==> config.mk <==
export PLATFORM = sky130hd
export DESIGN_NAME = tri_timer_regs
export DESIGN_NICKNAME = d
export VERILOG_FILES = /design/src/rtl/ttr_pkg.sv /design/src/rtl/ttr_decode.sv /design/src/rtl/ttr_chan.sv /design/src/rtl/ttr_rdmux.sv /design/src/rtl/tri_timer_regs.sv
export SDC_FILE = /design/constraint.sdc
export NUM_CORES = 1
export LEC_CHECK = 0
export ABC_AREA = 1
export BUFFER_PORTS_ARGS = -buffer_cell sky130_fd_sc_hd__buf_2
export CORE_UTILIZATION = 50
export DETAILED_ROUTE_END_ITERATION = 8
export PLACE_DENSITY_LB_ADDON = 0.2
export SYNTH_ARGS = -nofsm -noshare
export SYNTH_HDL_FRONTEND = slang
export SYNTH_SLANG_ARGS = --single-unit
export TNS_END_PERCENT = 100
==> constraint.sdc <==
create_clock -name clk -period 6.9 [get_ports clk]
set_input_delay 0.345 -clock clk [delete_from_list [all_inputs] [get_ports clk]]
set_output_delay 0.345 -clock clk [all_outputs]
set_load 0.1 [all_outputs]
==> src/rtl/ttr_pkg.sv <==
// Package: shared constants and the register-kind encoding for the
// interleaved three-timer register file.
package ttr_pkg;
    localparam int unsigned NCH    = 3;    // timer channels
    localparam int unsigned NMATCH = 3;    // match registers per channel
    localparam int unsigned NKIND  = 11;   // register kinds per channel
    localparam int unsigned CLK_W  = 6;    // clock control width
    localparam int unsigned CTRL_W = 6;    // counter control width
    localparam int unsigned STAT_W = 6;    // status / enable width
    localparam int unsigned EVC_W  = 3;    // event control width
    localparam logic [CTRL_W-1:0] CTRL_RST = 6'h21;

    // Order is behaviour: kind index = word index / NCH
    typedef enum logic [3:0] {
        K_CLK   = 4'd0,
        K_CTRL  = 4'd1,
        K_VALUE = 4'd2,
        K_INTV  = 4'd3,
        K_M1    = 4'd4,
        K_M2    = 4'd5,
        K_M3    = 4'd6,
        K_STAT  = 4'd7,
        K_EN    = 4'd8,
        K_EVC   = 4'd9,
        K_EVENT = 4'd10,
        K_NONE  = 4'd15
    } kind_e;
endpackage

==> src/rtl/ttr_decode.sv <==
// Address decoder: splits the word index into register kind and channel.
// Assumes word-aligned accesses; the low two address bits are ignored.
// Word indices beyond NCH*NKIND decode to K_NONE.
module ttr_decode
    import ttr_pkg::*;
#(
    parameter int unsigned ADDR_W = 8,
    parameter int unsigned CH_W   = 2
) (
    input  logic [ADDR_W-1:0] addr,
    output kind_e             kind,
    output logic [CH_W-1:0]   chan
);
    localparam int unsigned IDX_W = ADDR_W - 2;
    localparam int unsigned LIMIT = NCH * NKIND;

    logic [IDX_W-1:0] idx;
    int unsigned      idx_i;

    // Divide the word index by the channel count: quotient kind, remainder channel
    always_comb begin
        idx   = addr[ADDR_W-1:2];
        idx_i = 32'(idx);
        kind  = K_NONE;
        chan  = '0;
        if (idx_i < LIMIT) begin
            kind = kind_e'(4'(idx_i / NCH));
            chan = CH_W'(idx_i % NCH);
        end
    end
endmodule

==> src/rtl/ttr_chan.sv <==
// One channel's register slice: configuration registers, sticky interrupt
// status with clear-on-read, interrupt enable and the interrupt line.
// Assumes wr_hit and clr_hit are already qualified with this channel.
module ttr_chan
    import ttr_pkg::*;
#(
    parameter int unsigned DATA_W = 32,
    parameter int unsigned CNT_W  = 16
) (
    input  logic                     clk,
    input  logic                     rst_n,
    input  kind_e                    wr_kind,
    input  logic                     wr_hit,
    input  logic [DATA_W-1:0]        wdata,
    input  logic                     clr_hit,
    input  logic [STAT_W-1:0]        strobe,
    output logic [CLK_W-1:0]         clk_reg,
    output logic [CTRL_W-1:0]        ctrl_reg,
    output logic [CNT_W-1:0]         intv_reg,
    output logic [NMATCH*CNT_W-1:0]  match_reg,
    output logic [STAT_W-1:0]        stat_reg,
    output logic [STAT_W-1:0]        en_reg,
    output logic [EVC_W-1:0]         evc_reg,
    output logic                     irq
);
    // Write port for the scalar configuration registers, masked to width
    always_ff @(posedge clk) begin
        if (!rst_n) begin
            clk_reg  <= '0;
            ctrl_reg <= CTRL_RST;
            intv_reg <= '0;
            en_reg   <= '0;
            evc_reg  <= '0;
        end else if (wr_hit) begin
            case (wr_kind)
                K_CLK:   clk_reg  <= wdata[CLK_W-1:0];
                K_CTRL:  ctrl_reg <= wdata[CTRL_W-1:0];
                K_INTV:  intv_reg <= wdata[CNT_W-1:0];
                K_EN:    en_reg   <= wdata[STAT_W-1:0];
                K_EVC:   evc_reg  <= wdata[EVC_W-1:0];
                default: ;
            endcase
        end
    end

    // One register per match slot
    for (genvar m = 0; m < NMATCH; m++) begin : g_match
        logic [CNT_W-1:0] mreg;

        // Match register write, selected by consecutive kind codes
        always_ff @(posedge clk) begin
            if (!rst_n)
                mreg <= '0;
            else if (wr_hit && (int'(wr_kind) == int'(K_M1) + m))
                mreg <= wdata[CNT_W-1:0];
        end

        assign match_reg[m*CNT_W +: CNT_W] = mreg;
    end

    // Sticky status: a read clears, same-cycle strobes are merged after the clear
    always_ff @(posedge clk) begin
        if (!rst_n)
            stat_reg <= '0;
        else
            stat_reg <= (clr_hit ? '0 : stat_reg) | strobe;
    end

    // Interrupt line: any enabled pending bit
    assign irq = |(stat_reg & en_reg);
endmodule

==> src/rtl/ttr_rdmux.sv <==
// Read multiplexer: picks the addressed channel's register of the decoded
// kind and zero-extends it to the bus width. Purely combinational.
module ttr_rdmux
    import ttr_pkg::*;
#(
    parameter int unsigned DATA_W = 32,
    parameter int unsigned CNT_W  = 16,
    parameter int unsigned CH_W   = 2
) (
    input  kind_e                          kind,
    input  logic [CH_W-1:0]                chan,
    input  logic [NCH*CLK_W-1:0]           clk_all,
    input  logic [NCH*CTRL_W-1:0]          ctrl_all,
    input  logic [NCH*CNT_W-1:0]           intv_all,
    input  logic [NCH*NMATCH*CNT_W-1:0]    match_all,
    input  logic [NCH*STAT_W-1:0]          stat_all,
    input  logic [NCH*STAT_W-1:0]          en_all,
    input  logic [NCH*EVC_W-1:0]           evc_all,
    input  logic [NCH*CNT_W-1:0]           count_all,
    input  logic [NCH*CNT_W-1:0]           event_all,
    output logic [DATA_W-1:0]              rd_val
);
    int c;
    int m;

    // Select by kind, then slice by channel
    always_comb begin
        rd_val = '0;
        c      = int'(chan);
        m      = 0;
        case (kind)
            K_CLK:   rd_val[CLK_W-1:0]  = clk_all[c*CLK_W +: CLK_W];
            K_CTRL:  rd_val[CTRL_W-1:0] = ctrl_all[c*CTRL_W +: CTRL_W];
            K_VALUE: rd_val[CNT_W-1:0]  = count_all[c*CNT_W +: CNT_W];
            K_INTV:  rd_val[CNT_W-1:0]  = intv_all[c*CNT_W +: CNT_W];
            K_M1, K_M2, K_M3: begin
                m = int'(kind) - int'(K_M1);
                rd_val[CNT_W-1:0] = match_all[(c*NMATCH + m)*CNT_W +: CNT_W];
            end
            K_STAT:  rd_val[STAT_W-1:0] = stat_all[c*STAT_W +: STAT_W];
            K_EN:    rd_val[STAT_W-1:0] = en_all[c*STAT_W +: STAT_W];
            K_EVC:   rd_val[EVC_W-1:0]  = evc_all[c*EVC_W +: EVC_W];
            K_EVENT: rd_val[CNT_W-1:0]  = event_all[c*CNT_W +: CNT_W];
            default: rd_val = '0;
        endcase
    end
endmodule

==> src/rtl/tri_timer_regs.sv <==
// Top: register file for three timer channels with interleaved addressing
// (kind = word/3, channel = word%3), per-channel sticky interrupt status
// with clear-on-read, and one interrupt line per channel. Read data is
// registered. Assumes CNT_W <= DATA_W and that read and write strobes are
// not issued together.
module tri_timer_regs
    import ttr_pkg::*;
#(
    parameter int unsigned ADDR_W = 8,
    parameter int unsigned DATA_W = 32,
    parameter int unsigned CNT_W  = 16
) (
    input  logic                          clk,
    input  logic                          rst_n,
    input  logic [ADDR_W-1:0]             bus_addr,
    input  logic [DATA_W-1:0]             bus_wdata,
    input  logic                          bus_we,
    input  logic                          bus_re,
    output logic [DATA_W-1:0]             bus_rdata,
    input  logic [NCH*CNT_W-1:0]          ch_count,
    input  logic [NCH*CNT_W-1:0]          ch_event,
    input  logic [NCH*STAT_W-1:0]         ch_strobe,
    output logic [NCH-1:0]                irq,
    output logic [NCH*CLK_W-1:0]          cfg_clkctl,
    output logic [NCH*CTRL_W-1:0]         cfg_cntctl,
    output logic [NCH*CNT_W-1:0]          cfg_interval,
    output logic [NCH*NMATCH*CNT_W-1:0]   cfg_match,
    output logic [NCH*EVC_W-1:0]          cfg_evctl
);
    localparam int unsigned CH_W = $clog2(NCH);

    kind_e               kind;
    logic [CH_W-1:0]     chan;
    logic [NCH*STAT_W-1:0] stat_all;
    logic [NCH*STAT_W-1:0] en_all;
    logic [DATA_W-1:0]   rd_val;

    ttr_decode #(
        .ADDR_W (ADDR_W),
        .CH_W   (CH_W)
    ) u_decode (
        .addr (bus_addr),
        .kind (kind),
        .chan (chan)
    );

    for (genvar c = 0; c < NCH; c++) begin : g_chan
        logic hit;
        assign hit = (kind != K_NONE) && (chan == CH_W'(c));

        ttr_chan #(
            .DATA_W (DATA_W),
            .CNT_W  (CNT_W)
        ) u_chan (
            .clk       (clk),
            .rst_n     (rst_n),
            .wr_kind   (kind),
            .wr_hit    (bus_we && hit),
            .wdata     (bus_wdata),
            .clr_hit   (bus_re && hit && (kind == K_STAT)),
            .strobe    (ch_strobe[c*STAT_W +: STAT_W]),
            .clk_reg   (cfg_clkctl[c*CLK_W +: CLK_W]),
            .ctrl_reg  (cfg_cntctl[c*CTRL_W +: CTRL_W]),
            .intv_reg  (cfg_interval[c*CNT_W +: CNT_W]),
            .match_reg (cfg_match[c*NMATCH*CNT_W +: NMATCH*CNT_W]),
            .stat_reg  (stat_all[c*STAT_W +: STAT_W]),
            .en_reg    (en_all[c*STAT_W +: STAT_W]),
            .evc_reg   (cfg_evctl[c*EVC_W +: EVC_W]),
            .irq       (irq[c])
        );
    end

    ttr_rdmux #(
        .DATA_W (DATA_W),
        .CNT_W  (CNT_W),
        .CH_W   (CH_W)
    ) u_rdmux (
        .kind      (kind),
        .chan      (chan),
        .clk_all   (cfg_clkctl),
        .ctrl_all  (cfg_cntctl),
        .intv_all  (cfg_interval),
        .match_all (cfg_match),
        .stat_all  (stat_all),
        .en_all    (en_all),
        .evc_all   (cfg_evctl),
        .count_all (ch_count),
        .event_all (ch_event),
        .rd_val    (rd_val)
    );

    // Read data register: loads on a read strobe, otherwise holds
    always_ff @(posedge clk) begin
        if (!rst_n)
            bus_rdata <= '0;
        else if (bus_re)
            bus_rdata <= rd_val;
    end
endmodule

* Yosys cells after proc, flatten, opt, wreduce, memory -nomap -nowiden
Cells that the tools add are included.
** Storage, ports and cells
- Flip-flop bits (word level) :: 289
- Input bits :: 158
- Output and inout bits :: 272
- Logic and storage cells :: 116
** Cells by class
- Add/subtract/negate cells :: 2
- $mul :: 2
- Div/mod/pow operators :: 2
- $lt $le $gt $ge :: 1
- Equality and inequality tests :: 16
- Shifts and indexed selects :: 9
- Multiplexer cells :: 8
- Bitwise operators :: 6
- Reductions and logical operators :: 42
** Operator list (number)
- 144-bit by 33-bit indexed part select with 16-bit output :: 1
- 48-bit by 7-bit indexed part select with 16-bit output :: 3
- 18-bit by 6-bit indexed part select with 6-bit output :: 4
- 10-bit case mux with 4 select lines :: 1
- 6-bit by 2-bit divider with 32-bit output, second input constant :: 1
- 6-bit by 2-bit remainder unit with 32-bit output, second input constant :: 1
- 2-bit AND reduction :: 15
- 4-bit by 28-bit adder with 28-bit output :: 1
- 3-bit case mux with 9 select lines :: 1
- 4-bit equality test, second input constant :: 6
- 3-bit case mux with 8 select lines :: 1
- 1-bit logical AND :: 21
- 6-bit bitwise AND :: 3
- 6-bit two-way mux :: 3
- 6-bit OR :: 3
- 6-bit OR reduction :: 3
- 4-bit by 3-bit equality test with 1-bit output, second input constant :: 4
- 9-bit by 5-bit indexed part select with 3-bit output :: 1
- 4-bit by 2-bit equality test with 1-bit output, second input constant :: 2
- 2-bit by 2-bit multiplier with 4-bit output, second input constant :: 2
- 6-bit less-than comparator, second input constant :: 1
- 4-bit by 3-bit subtractor with 5-bit output, second input constant :: 1
- 4-bit by 1-bit equality test with 1-bit output, second input constant :: 1
- 4-bit logical NOT :: 1
- 7 further kinds :: 7

* Longest topological paths before layout
Gate-level depths: netlist of run 1.
- Depth after elaboration :: 8
- Mapped depth :: 44
- Mapped depth without buffers :: 40

* By module
A second synthesis of run 1 with hierarchy kept.
** Unflattened totals
- Cells, all modules :: 2896
- Area total of the unflattened synthesis :: 17334.1 µm²
** Modules (own cells, without submodules)
- ttr_chan :: instances 3, cells each 543, area an instance 3696.0 µm², sequential area each 1821.7 µm²
- ttr_rdmux :: instances 1, cells each 1015, area an instance 4471.8 µm², sequential area each 0.0 µm²
- tri_timer_regs :: instances 1, cells each 158, area an instance 1199.9 µm², sequential area each 640.6 µm²
- ttr_decode :: instances 1, cells each 94, area an instance 574.3 µm², sequential area each 0.0 µm²

* Worst setup path after synthesis of run 1
OpenSTA, ideal clock, no wires.
- Path kind :: input to register
- Start point :: input bus_addr[6]
- End point :: register bus_rdata[5]
- Library setup time :: 0.070 ns
- Arrival time :: 6.184 ns
- Required time :: 6.830 ns
- Slack :: 0.646 ns
- Stages :: 42
- Path buffers :: 3
- Cells stage by stage :: buf_4 clkbuf_1 ha_1 inv_1 nand2_1 nand2_1 nand3_4 nand2_2 nand3_1 nand3_1 nand2_1 nand2_1 inv_1 ha_1 nor3_4 nand3_4 xor2_1 inv_1 [6 not listed] nand3_2 nand3_2 inv_1 buf_2 fa_1 ha_1 inv_1 fa_1 or2_2 nand3_1 nand4_1 o21ai_0 nand2_1 a211oi_1 nor2_1 nand3_1 nand2_1 a21oi_1
** Between the ends
- Longest elaborated chain between the ends :: 6
- Elaborated cells on any way between the ends :: 29
- Those cells by class :: add/sub: 2; mul: 2; div: 2; order compare: 1; eq/ne: 9; shift: 8; mux: 3; reduce/logical: 2
** RTL lines
- start: declaration :: line tri_timer_regs.sv:15 : input logic [ADDR_W-1:0] bus_addr,
- 6-bit by 2-bit remainder unit with 32-bit output, or another cell as far along :: line ttr_decode.sv:28 : chan = CH_W'(idx_i % NCH);
- 2-bit two-way mux or 4-bit two-way mux (tied branches) :: line ttr_decode.sv:26 : if (idx_i < LIMIT) begin
- 2-bit by 2-bit multiplier with 4-bit output or 4-bit by 3-bit subtractor with 5-bit output (tied branches)
- 4-bit by 28-bit adder with 28-bit output :: line ttr_rdmux.sv:38 : rd_val[CNT_W-1:0] = match_all[(c*NMATCH + m)*CNT_W +: CNT_W];
- 144-bit by 33-bit indexed part select with 16-bit output :: line ttr_rdmux.sv:38
- 3-bit case mux with 8 select lines (*) :: line ttr_rdmux.sv:31 : case (kind)
- end signal: assignment :: line tri_timer_regs.sv:97 : bus_rdata <= rd_val;
- end: declaration :: line tri_timer_regs.sv:19 : output logic [DATA_W-1:0] bus_rdata,
Every way passes the cells marked *; elsewhere a longest branch is shown, timed or not.
A chain may end at the register's enable or synchronous reset.

* Final worst setup path of run 1
- Start point :: input bus_addr[6]
- End point :: register bus_rdata[15]
** Between the ends
- Longest elaborated chain between the ends :: 6
- Elaborated cells on any way between the ends :: 20
- Those cells by class :: add/sub: 2; mul: 1; div: 2; order compare: 1; eq/ne: 6; shift: 4; mux: 3; reduce/logical: 1
** RTL lines (line)
- 6-bit by 2-bit remainder unit with 32-bit output, or another cell as far along :: ttr_decode.sv:28
- 2-bit two-way mux or 4-bit two-way mux (tied branches) :: ttr_decode.sv:26
- 2-bit by 2-bit multiplier with 4-bit output or 4-bit by 3-bit subtractor with 5-bit output (tied branches) :: ttr_rdmux.sv:38, ttr_rdmux.sv:37
- 4-bit by 28-bit adder with 28-bit output :: ttr_rdmux.sv:38
- 144-bit by 33-bit indexed part select with 16-bit output :: ttr_rdmux.sv:38
- 10-bit case mux with 4 select lines (*) :: ttr_rdmux.sv:31
Marked as above.

==> results of run 1 <==
cell type report:
cell class              count  area share, %
clock buffers              45          5.559
clock inverters            13         0.8332
inverters                 226          4.761
multi-input cells        1565          41.99
flip-flops and latches    289          32.37
well taps                 384          2.689
repair buffers            412          11.79
worst paths after layout:
kind	from	end	slack, ps	cells past startpoint
setup / recovery	bus_addr[6]	bus_rdata[15]	520	42
hold / removal	ch_strobe[14]	g_chan[2].u_chan.stat_reg[2]	30	3
setup reg to reg	g_chan[2].u_chan.g_match[0].mreg[8]	bus_rdata[8]	5040	10
hold reg to reg	g_chan[1].u_chan.intv_reg[7]	g_chan[1].u_chan.intv_reg[7]	460	2
worst max-delay path: cells and delay by family:
family	cells	cell delay (ps)
buffers and inverters	7	840
XOR/XNOR	1	200
adder cells (fa/ha/maj)	6	1440
AO/OA/AOI/OAI	5	970
AND/OR/NAND/NOR	23	3000
cell usage in the layout, fill, tap and decap left out, drive strengths merged, types with 2 or more instances in the layout:
cell type / instances
buf: 412
nand2: 362
o21ai: 335
nor2: 325
dfxtp: 289
a21oi: 265
inv: 223
nand3: 174
clkbuf: 45
nand4: 32
o211ai: 19
conb: 16
ha: 16
clkinv: 11
bufinv: 3
a211oi: 3
a221oi: 2
fa: 2
clkinvlp: 2
nor3: 2
cell families (layout without fill, tap and decap cells):
kind of cell / count (synthesis) / count (layout) / synth area share (%)
adders and majority gates: 18 / 18 / 1.612
xor gates and xnor gates: 2 / 2 / 0.1175
DFF: 289 / 289 / 38.81
AOI/OAI and AO/OA: 632 / 632 / 21.83
and+or+nand+nor: 897 / 897 / 26.30
buffers and inverters: 398 / 696 / 11.31
other: 1 / 16 / 0.02516
power groups by stage:
stage	Combinational (mW)	Clock (mW)	Sequential, mW
3_3_place_gp	1.19	0	1.74
3_5_place_dp	1.20	0	1.74
4_1_cts	1.21	1.86	1.70
2_1_floorplan	0.812	0	1.79
6_report	1.25	1.86	1.70
5_1_grt	1.35	1.94	1.70
Yosys cell counts (2+ instances only):
master      n  area (um2)
nand4_1    32       200.2
nand2_1   349        1310
a21oi_1   264        1321
a221oi_1    2       17.52
fa_1        2       40.04
buf_2      39       195.2
buf_6       7       78.83
nand2_4     3       33.78
dfxtp_1   289        5786
clkbuf_1   96       360.4
nor2_2      8       50.05
buf_4      23       172.7
nor2_4     11       123.9
buf_1       6       22.52
o211ai_1   19       142.6
ha_1       16       200.2
inv_2      16       60.06
nand3_4     4       70.07
nand2_2    10       62.56
inv_1     205       769.5
nand3_2     4       40.04
nor2_1    305        1145
o21ai_1    29       145.1
o21ai_0   306        1531
nand3_1   166       830.8
a211oi_1    3       22.52
clkinv_1    4       15.01
repair_timing:
action                                 4_1_cts  5_1_grt
endpoints found under the hold margin        0        0
gates resized for setup                      0        2
setup endpoints to repair                    0        2
through the flow:
step / utilization [%] / setup TNS, ps / total power [mW] / hold WS (ps) / instances
CTS: 61.56 / 0 / 4.769 / 24.39 / 2934
global placement: 57.62 / 0 / 2.923 / 449.3 / 2876
floorplan: - / 0 / 2.606 / 444.4 / 2252
finish: 61.60 / 0 / 4.806 / 29.26 / 2934
global route: 61.60 / 0 / 4.984 / 34.52 / 2934
detailed placement: 57.62 / -15.48 / 2.936 / 450.8 / 2876
per-layer routing:
layer,vias up,global-route usage [%]
li1,7877,-
met1,7643,47.97
met2,1022,60.95
met3,182,8.159
met4,0,19.64
met5,-,0
==> results.json, run 1 <==
{
  "drc": 0,
  "antenna_found_initial": 0,
  "wl_met3_um": 6297,
  "worst_path_max_delay_cell": "fa_1",
  "yosysWarnings": 0,
  "period_share_pct": 92.46,
  "vias": 16720,
  "regArea_mm2": 0.005786,
  "dieArea_mm2": 0.03051,
  "netlist_area_mm2": 0.01491,
  "max_freq_mhz": 156.7,
  "cts_max_path_buffers": 3,
  "crit_arrival_ps": 6800,
  "gr-total-overflow": 0,
  "synth_flop_cell": "dfxtp_1",
  "viasPerCell": 5.700,
  "top_layer": "met4",
  "drt_iter0_markers": 1947,
  "nets": 2704,
  "first_pass_iters": 6,
  "hold_viol": 0,
  "rsz0062_at_grt": "false",
  "synth-seq-cells": 289,
  "finalInstanceArea_mm2": 0.01787,
  "postRouteWirelength_um": 59790,
  "hold_path_class": "input pin to register",
  "internal-power_mw": 3.145,
  "wl_per_cell_um": 20.38,
  "setup_ws_ps": 519.9,
  "power.density_mw_per_mm2": 268.9,
  "hpwl_um": 43230,
  "drive_above_1_share_pct": 20.86,
  "switching_share_pct": 34.56,
  "core_area_mm2": 0.02901,
  "ctsHoldBuffers": 0,
  "preCtsSetupSlack_ps": -15.48,
  "cts_root_buf": "clkbuf_16",
  "ios": 430,
  "critPathKind": "input pin to register",
  "htree_levels": 2,
  "wl_met2_um": 27110,
  "cp-end-kind": "register",
  "clock_sinks": 289,
  "synth-edff-count": 0,
  "ant_nets": 0,
  "pwr-share-seq_pct": 35.4,
  "cts_tree": "built",
  "finClkSkew_ps": 28.42,
  "multi_input_area_mm2": 0.007505,
  "comb_power_share_pct": 25.9,
  "async_flop_share_pct": 0,
  "start_kind": "input pin",
  "rows": 62,
  "cts_buffers": 34,
  "setup_viol": 0,
  "status": "complete, no violations",
  "grt_pass1_vias": 15340,
  "power.leakage_nw": 8.450,
  "clkTransAtPathRegs_ps": 60,
  "ir_drop_mv": 0.2340,
  "slew_violations": 0,
  "area_growth_pct": 19.88,
  "slew_headroom_pct": 34.29,
  "path_common_cell": "nand2_1",
  "grt_max_degree": 112,
  "critical_path_required_ps": 7320,
  "gp_congestion": 1.018,
  "critPathMaxStageDelay_ps": 380,
  "clkPwrFrac_pct": 38.7,
  "synth-seq-area-share_pct": 38.81,
  "synth.avg_cell_area_um2": 6.664,
  "ys_types": 46,
  "io_buffers": 395,
  "post-route-min-period_ps": 6380,
  "grt_pass1_wl_um": 89460,
  "clock_latency_ps": 520,
  "tightest_slew_ps": 985.6,
  "cts_setup_buffers": 0,
  "largest_register_ffs": 144,
  "wl_met1_um": 23160,
  "fp.dieW_um": 174.7,
  "dpl-instance-area_mm2": 0.01672,
  "p_switching_mw": 1.661,
  "die_h_um": 174.7,
  "num_antenna_cells": 0,
  "netlist_instances": 2237,
  "crit_path_max_fanout": 14,
  "drv_cap": 0,
  "initial_utilization_pct": 51.38,
  "grt_usage_pct": 38.01,
  "nFillCells": 2841
}
(Power assumes the default switching activity.)
==> run 2, diff against run 1 <==
PLACE_DENSITY = 0.84   (was not set)
PLACE_DENSITY_LB_ADDON = not set   (was 0.2)
==> results.json, run 2 (synthesis gave the netlist of run 1 again) <==
{
  "nets": 2706,
  "power.leakage_nw": 8.464,
  "crit_buf_inv": 6,
  "io_buffers": 395,
  "clock_sinks": 289,
  "finClkSkew_ps": 22.00,
  "ir_drop_mv": 0.2107,
  "crit_family": "simple AND/OR/NAND/NOR gates",
  "grt_pass1_wl_um": 93870,
  "finalInstanceArea_mm2": 0.01791,
  "cts_buffers": 34,
  "first_pass_iters": 6,
  "critPathKind": "input pin to register",
  "gp_congestion": 1.018,
  "vias": 17280,
  "layout_commonest_cell": "buf_2",
  "htree_levels": 2,
  "p_switching_mw": 1.684,
  "grt_usage_pct": 40.20,
  "cts_root_buf": "clkbuf_16",
  "worst_path_max_delay_cell": "fa_1",
  "start_kind": "input pin",
  "antenna_found_initial": 2,
  "critical_path_required_ps": 7340,
  "switching_share_pct": 34.66,
  "cts_max_path_buffers": 3,
  "drive_above_1_share_pct": 20.78,
  "viasPerCell": 5.878,
  "area_growth_pct": 20.12,
  "internal-power_mw": 3.175,
  "rsz0062_at_grt": "false",
  "fp.dieW_um": 174.7,
  "hold_path_class": "input pin to register",
  "rows": 62,
  "cts_tree": "built",
  "hold_viol": 0,
  "max_freq_mhz": 158.8,
  "crit_arrival_ps": 6730,
  "fin_setup_tns_ps": 0,
  "grt_pass1_vias": 15800,
  "comb_power_share_pct": 26.3,
  "slew_violations": 0,
  "clkTransAtPathRegs_ps": 60,
  "clkPwrFrac_pct": 38.6,
  "slew_headroom_pct": 15.81,
  "fin_util_pct": 61.72,
  "ios": 430,
  "dpl-instance-area_mm2": 0.01673,
  "drt_iter0_markers": 2214,
  "ant_nets": 0,
  "cp-end-kind": "register",
  "core_area_mm2": 0.02901,
  "grt_max_degree": 141,
  "largest_register_ffs": 144,
  "critPathMaxStageDelay_ps": 560,
  "drc": 0,
  "hpwl_um": 46100,
  "post-route-min-period_ps": 6296,
  "die_h_um": 174.7,
  "period_share_pct": 91.25,
  "nFillCells": 2757,
  "clock_latency_ps": 520,
  "drv_cap": 0,
  "path_common_cell": "nand2_1",
  "initial_utilization_pct": 51.38,
  "crit_path_max_fanout": 8,
  "dieArea_mm2": 0.03051,
  "postRouteWirelength_um": 63550,
  "num_antenna_cells": 0,
  "tightest_slew_ps": 1263,
  "pwr-share-seq_pct": 35.1,
  "power.density_mw_per_mm2": 271.4,
  "wl_per_cell_um": 21.62,
  "final_cell_mix": "buf_2, nand2_1, o21ai_0",
  "gr-total-overflow": 0,
  "status": "complete, no violations",
  "setup_viol": 0
}
## run 2: cell count changes in the layout (fill, tap and decap cells not counted), sizes merged
cell / change
clkbuf: +4
clkinv: -1
clkinvlp: -1
bufinv: +1
buf: +2
## run 2: metal layers
metal  part of all wire, %  up-vias  global-route usage, %
li1                      -     7907                      -
met1                    37     7907                  49.79
met2                    45     1225                  64.45
met3                    12      235                  9.095
met4                   6.0        2                  22.54
met5                 0.020        -                      0
## run 2: metrics by stage
stage | hold slack (ps) | instances | worst slack [ps] | power (mW)
final | 36.16 | 2939 | 603.6 | 4.859
after global routing | 52.66 | 2939 | 32.71 | 5.019
after CTS | 31.03 | 2939 | 551.2 | 4.805
after detailed placement | 453.5 | 2878 | 68.25 | 2.957
after global placement | 450.7 | 2878 | 347.1 | 2.935
after floorplan | 444.4 | 2252 | 645.6 | 2.606
## run 2: power groups by stage
stage               clock [mW]  sequential (mW)  combinational (mW)
floorplan                    0             1.79               0.812
global placement             0             1.74                1.20
detailed placement           0             1.74                1.22
CTS                       1.88             1.70                1.23
global route              1.95             1.70                1.36
finish                    1.87             1.71                1.28
## run 2: final timing paths
path                                                          start                                  end  slack, ps  cells past startpoint
worst min-delay path                                   ch_strobe[7]         g_chan[1].u_chan.stat_reg[1]         40                      3
worst max-delay path                                    bus_addr[6]                        bus_rdata[15]        600                     40
worst min register to register  g_chan[2].u_chan.g_match[2].mreg[7]  g_chan[2].u_chan.g_match[2].mreg[7]        460                      2
worst max register to register  g_chan[0].u_chan.g_match[0].mreg[7]                         bus_rdata[7]       5030                     10
## run 2: what timing repair did
action | CTS | global route
endpoints found under the setup margin | 0 | 2
hold buffers | 0 | 0
gates resized for setup | 0 | 3
buffers inserted | 0 | 0
## run 2: tightest hold or removal path: stages
cell,delay [ps]
buf_2,80
a21oi_1,30
nor2_1,60
## run 2: final cells by class
type | count | area, um2 | share of cell area [%]
Clock buffer | 49 | 988.4 | 5.520
Clock inverter | 12 | 166.4 | 0.9294
Sequential cell | 289 | 5786 | 32.31
Multi-Input combinational cell | 1565 | 7512 | 41.95
Inverter | 226 | 850.8 | 4.752
Tap cell | 384 | 480.5 | 2.683
Timing Repair Buffer | 414 | 2122 | 11.85
==> run 3, diff against run 2 <==
MAX_ROUTING_LAYER = met4   (was not set)
==> results.json, run 3 (synthesis gave the netlist of run 1 again) <==
{
  "max_freq_mhz": 157.1,
  "critPathMaxStageDelay_ps": 540,
  "core_area_mm2": 0.02901,
  "postRouteWirelength_um": 63190,
  "path_common_cell": "nand2_1",
  "setup_viol": 0,
  "wl_per_cell_um": 21.44,
  "crit_family": "simple AND/OR/NAND/NOR gates",
  "drt_iter0_markers": 2307,
  "drv_cap": 0,
  "start_kind": "input pin",
  "top_layer": "met4",
  "critPathKind": "input pin to register",
  "final_cell_mix": "buf_2, nand2_1, o21ai_0",
  "slew_violations": 0,
  "largest_register_ffs": 144,
  "post-route-min-period_ps": 6364,
  "hold_viol": 0,
  "io_buffers": 395,
  "status": "complete, no violations",
  "crit_buf_inv": 8,
  "ir_drop_mv": 0.2292,
  "worst_path_max_delay_cell": "fa_1",
  "dpl-instance-area_mm2": 0.01675,
  "vias": 17110,
  "nets": 2712,
  "grt_pass1_wl_um": 94090,
  "ios": 430,
  "critical_path_required_ps": 7390,
  "grt_usage_pct": 41.44,
  "crit_arrival_ps": 6850,
  "htree_levels": 1,
  "drc": 0,
  "clock_sinks": 289,
  "first_pass_iters": 8,
  "ant_nets": 0,
  "gp_congestion": 1.042,
  "dieArea_mm2": 0.03051,
  "crit_path_max_fanout": 17,
  "layout_commonest_cell": "buf_2",
  "cts_root_buf": "clkbuf_16",
  "tightest_slew_ps": 1092,
  "rsz0062_at_grt": "false",
  "viasPerCell": 5.804,
  "gr-total-overflow": 0,
  "wl_met1_um": 24400,
  "initial_utilization_pct": 51.38,
  "hold_path_class": "input pin to register",
  "finClkSkew_ps": 11.05,
  "rows": 62,
  "power.density_mw_per_mm2": 263.1,
  "antenna_found_initial": 2,
  "cts_tree": "built",
  "hpwl_um": 45960,
  "fin_util_pct": 61.67,
  "power_mw": 4.707,
  "power.leakage_nw": 8.454,
  "clkTransAtPathRegs_ps": 60,
  "cts_buffers": 31,
  "cts_max_path_buffers": 3,
  "drive_above_1_share_pct": 20.73,
  "fp.dieW_um": 174.7,
  "area_growth_pct": 20.03,
  "wl_met3_um": 6962,
  "cp-end-kind": "register",
  "fin_setup_tns_ps": 0,
  "wl_met2_um": 28310,
  "finalInstanceArea_mm2": 0.01789,
  "period_share_pct": 92.23,
  "grt_pass1_vias": 15880,
  "clock_latency_ps": 580,
  "die_h_um": 174.7,
  "slew_headroom_pct": 27.23,
  "grt_max_degree": 121
}
## run 3: cell types whose count changed in the layout (fill, tap and decap cells not counted)
cell           change
clkinv_4           +2
clkbuf_1           -3
clkinv_2           +2
a211oi_1           +1
clkbuf_16          -4
a211oi_4           -1
bufinv_16          -1
dlygate4sd3_1      +8
buf_12             +1
clkinvlp_4         +1
diode_2            +2
## run 3: final cells by class
class / instances / area, um2
Inverter: 226 / 850.8
Sequential cell: 289 / 5786
Antenna cell: 2 / 5.005
Clock inverter: 16 / 171.4
Tap cell: 384 / 480.5
Timing Repair Buffer: 423 / 2222
Multi-Input combinational cell: 1565 / 7500
Clock buffer: 42 / 877.1
Fill cell: 2783 / 11120
## run 3: tightest hold or removal path, stage by stage
cell and delay (ps):
buf_2 90, a21oi_1 40, nor2_1 70
## run 3: stage by stage
step	instances	setup slack [ps]	hold slack, ps
2_1_floorplan	2252	645.6	444.4
6_report	2947	536.3	5.165
5_1_grt	2947	43.03	7.823
4_1_cts	2945	704.5	0.7774
3_5_place_dp	2879	140.5	456.5
3_3_place_gp	2879	258.7	451.7
## run 3: timing repair
action	4_1_cts	5_1_grt
gates resized for setup	0	1
setup buffers	0	0
hold buffers	8	0
endpoints found under the setup margin	0	1
hold endpoints to repair	8	0
## run 3: path summary, 6_finish.rpt
path	cells after the start	end	slack, ps	from
max	39	bus_rdata[5]	540	bus_addr[7]
min	3	g_chan[2].u_chan.stat_reg[3]	5	ch_strobe[15]
max reg2reg	10	bus_rdata[5]	4910	g_chan[0].u_chan.g_match[0].mreg[5]
min reg2reg	2	g_chan[2].u_chan.g_match[2].mreg[7]	460	g_chan[2].u_chan.g_match[2].mreg[7]
## run 3: metal layers
| metal | GRT usage [%] | vias to the layer above |
|---|---|---|
| met2 | 64.42 | 1134 |
| met5 | - | - |
| li1 | - | 7904 |
| met3 | 8.312 | 208 |
| met1 | 50.97 | 7859 |
| met4 | 20.98 | 0 |
## run 3: where the power goes
group	leakage, nW	internal (mW)	total (mW)	switching [mW]
Combinational	5.60	0.347	1.28	0.932
Sequential	2.33	1.68	1.71	0.0211
Clock	0.518	1.00	1.72	0.719
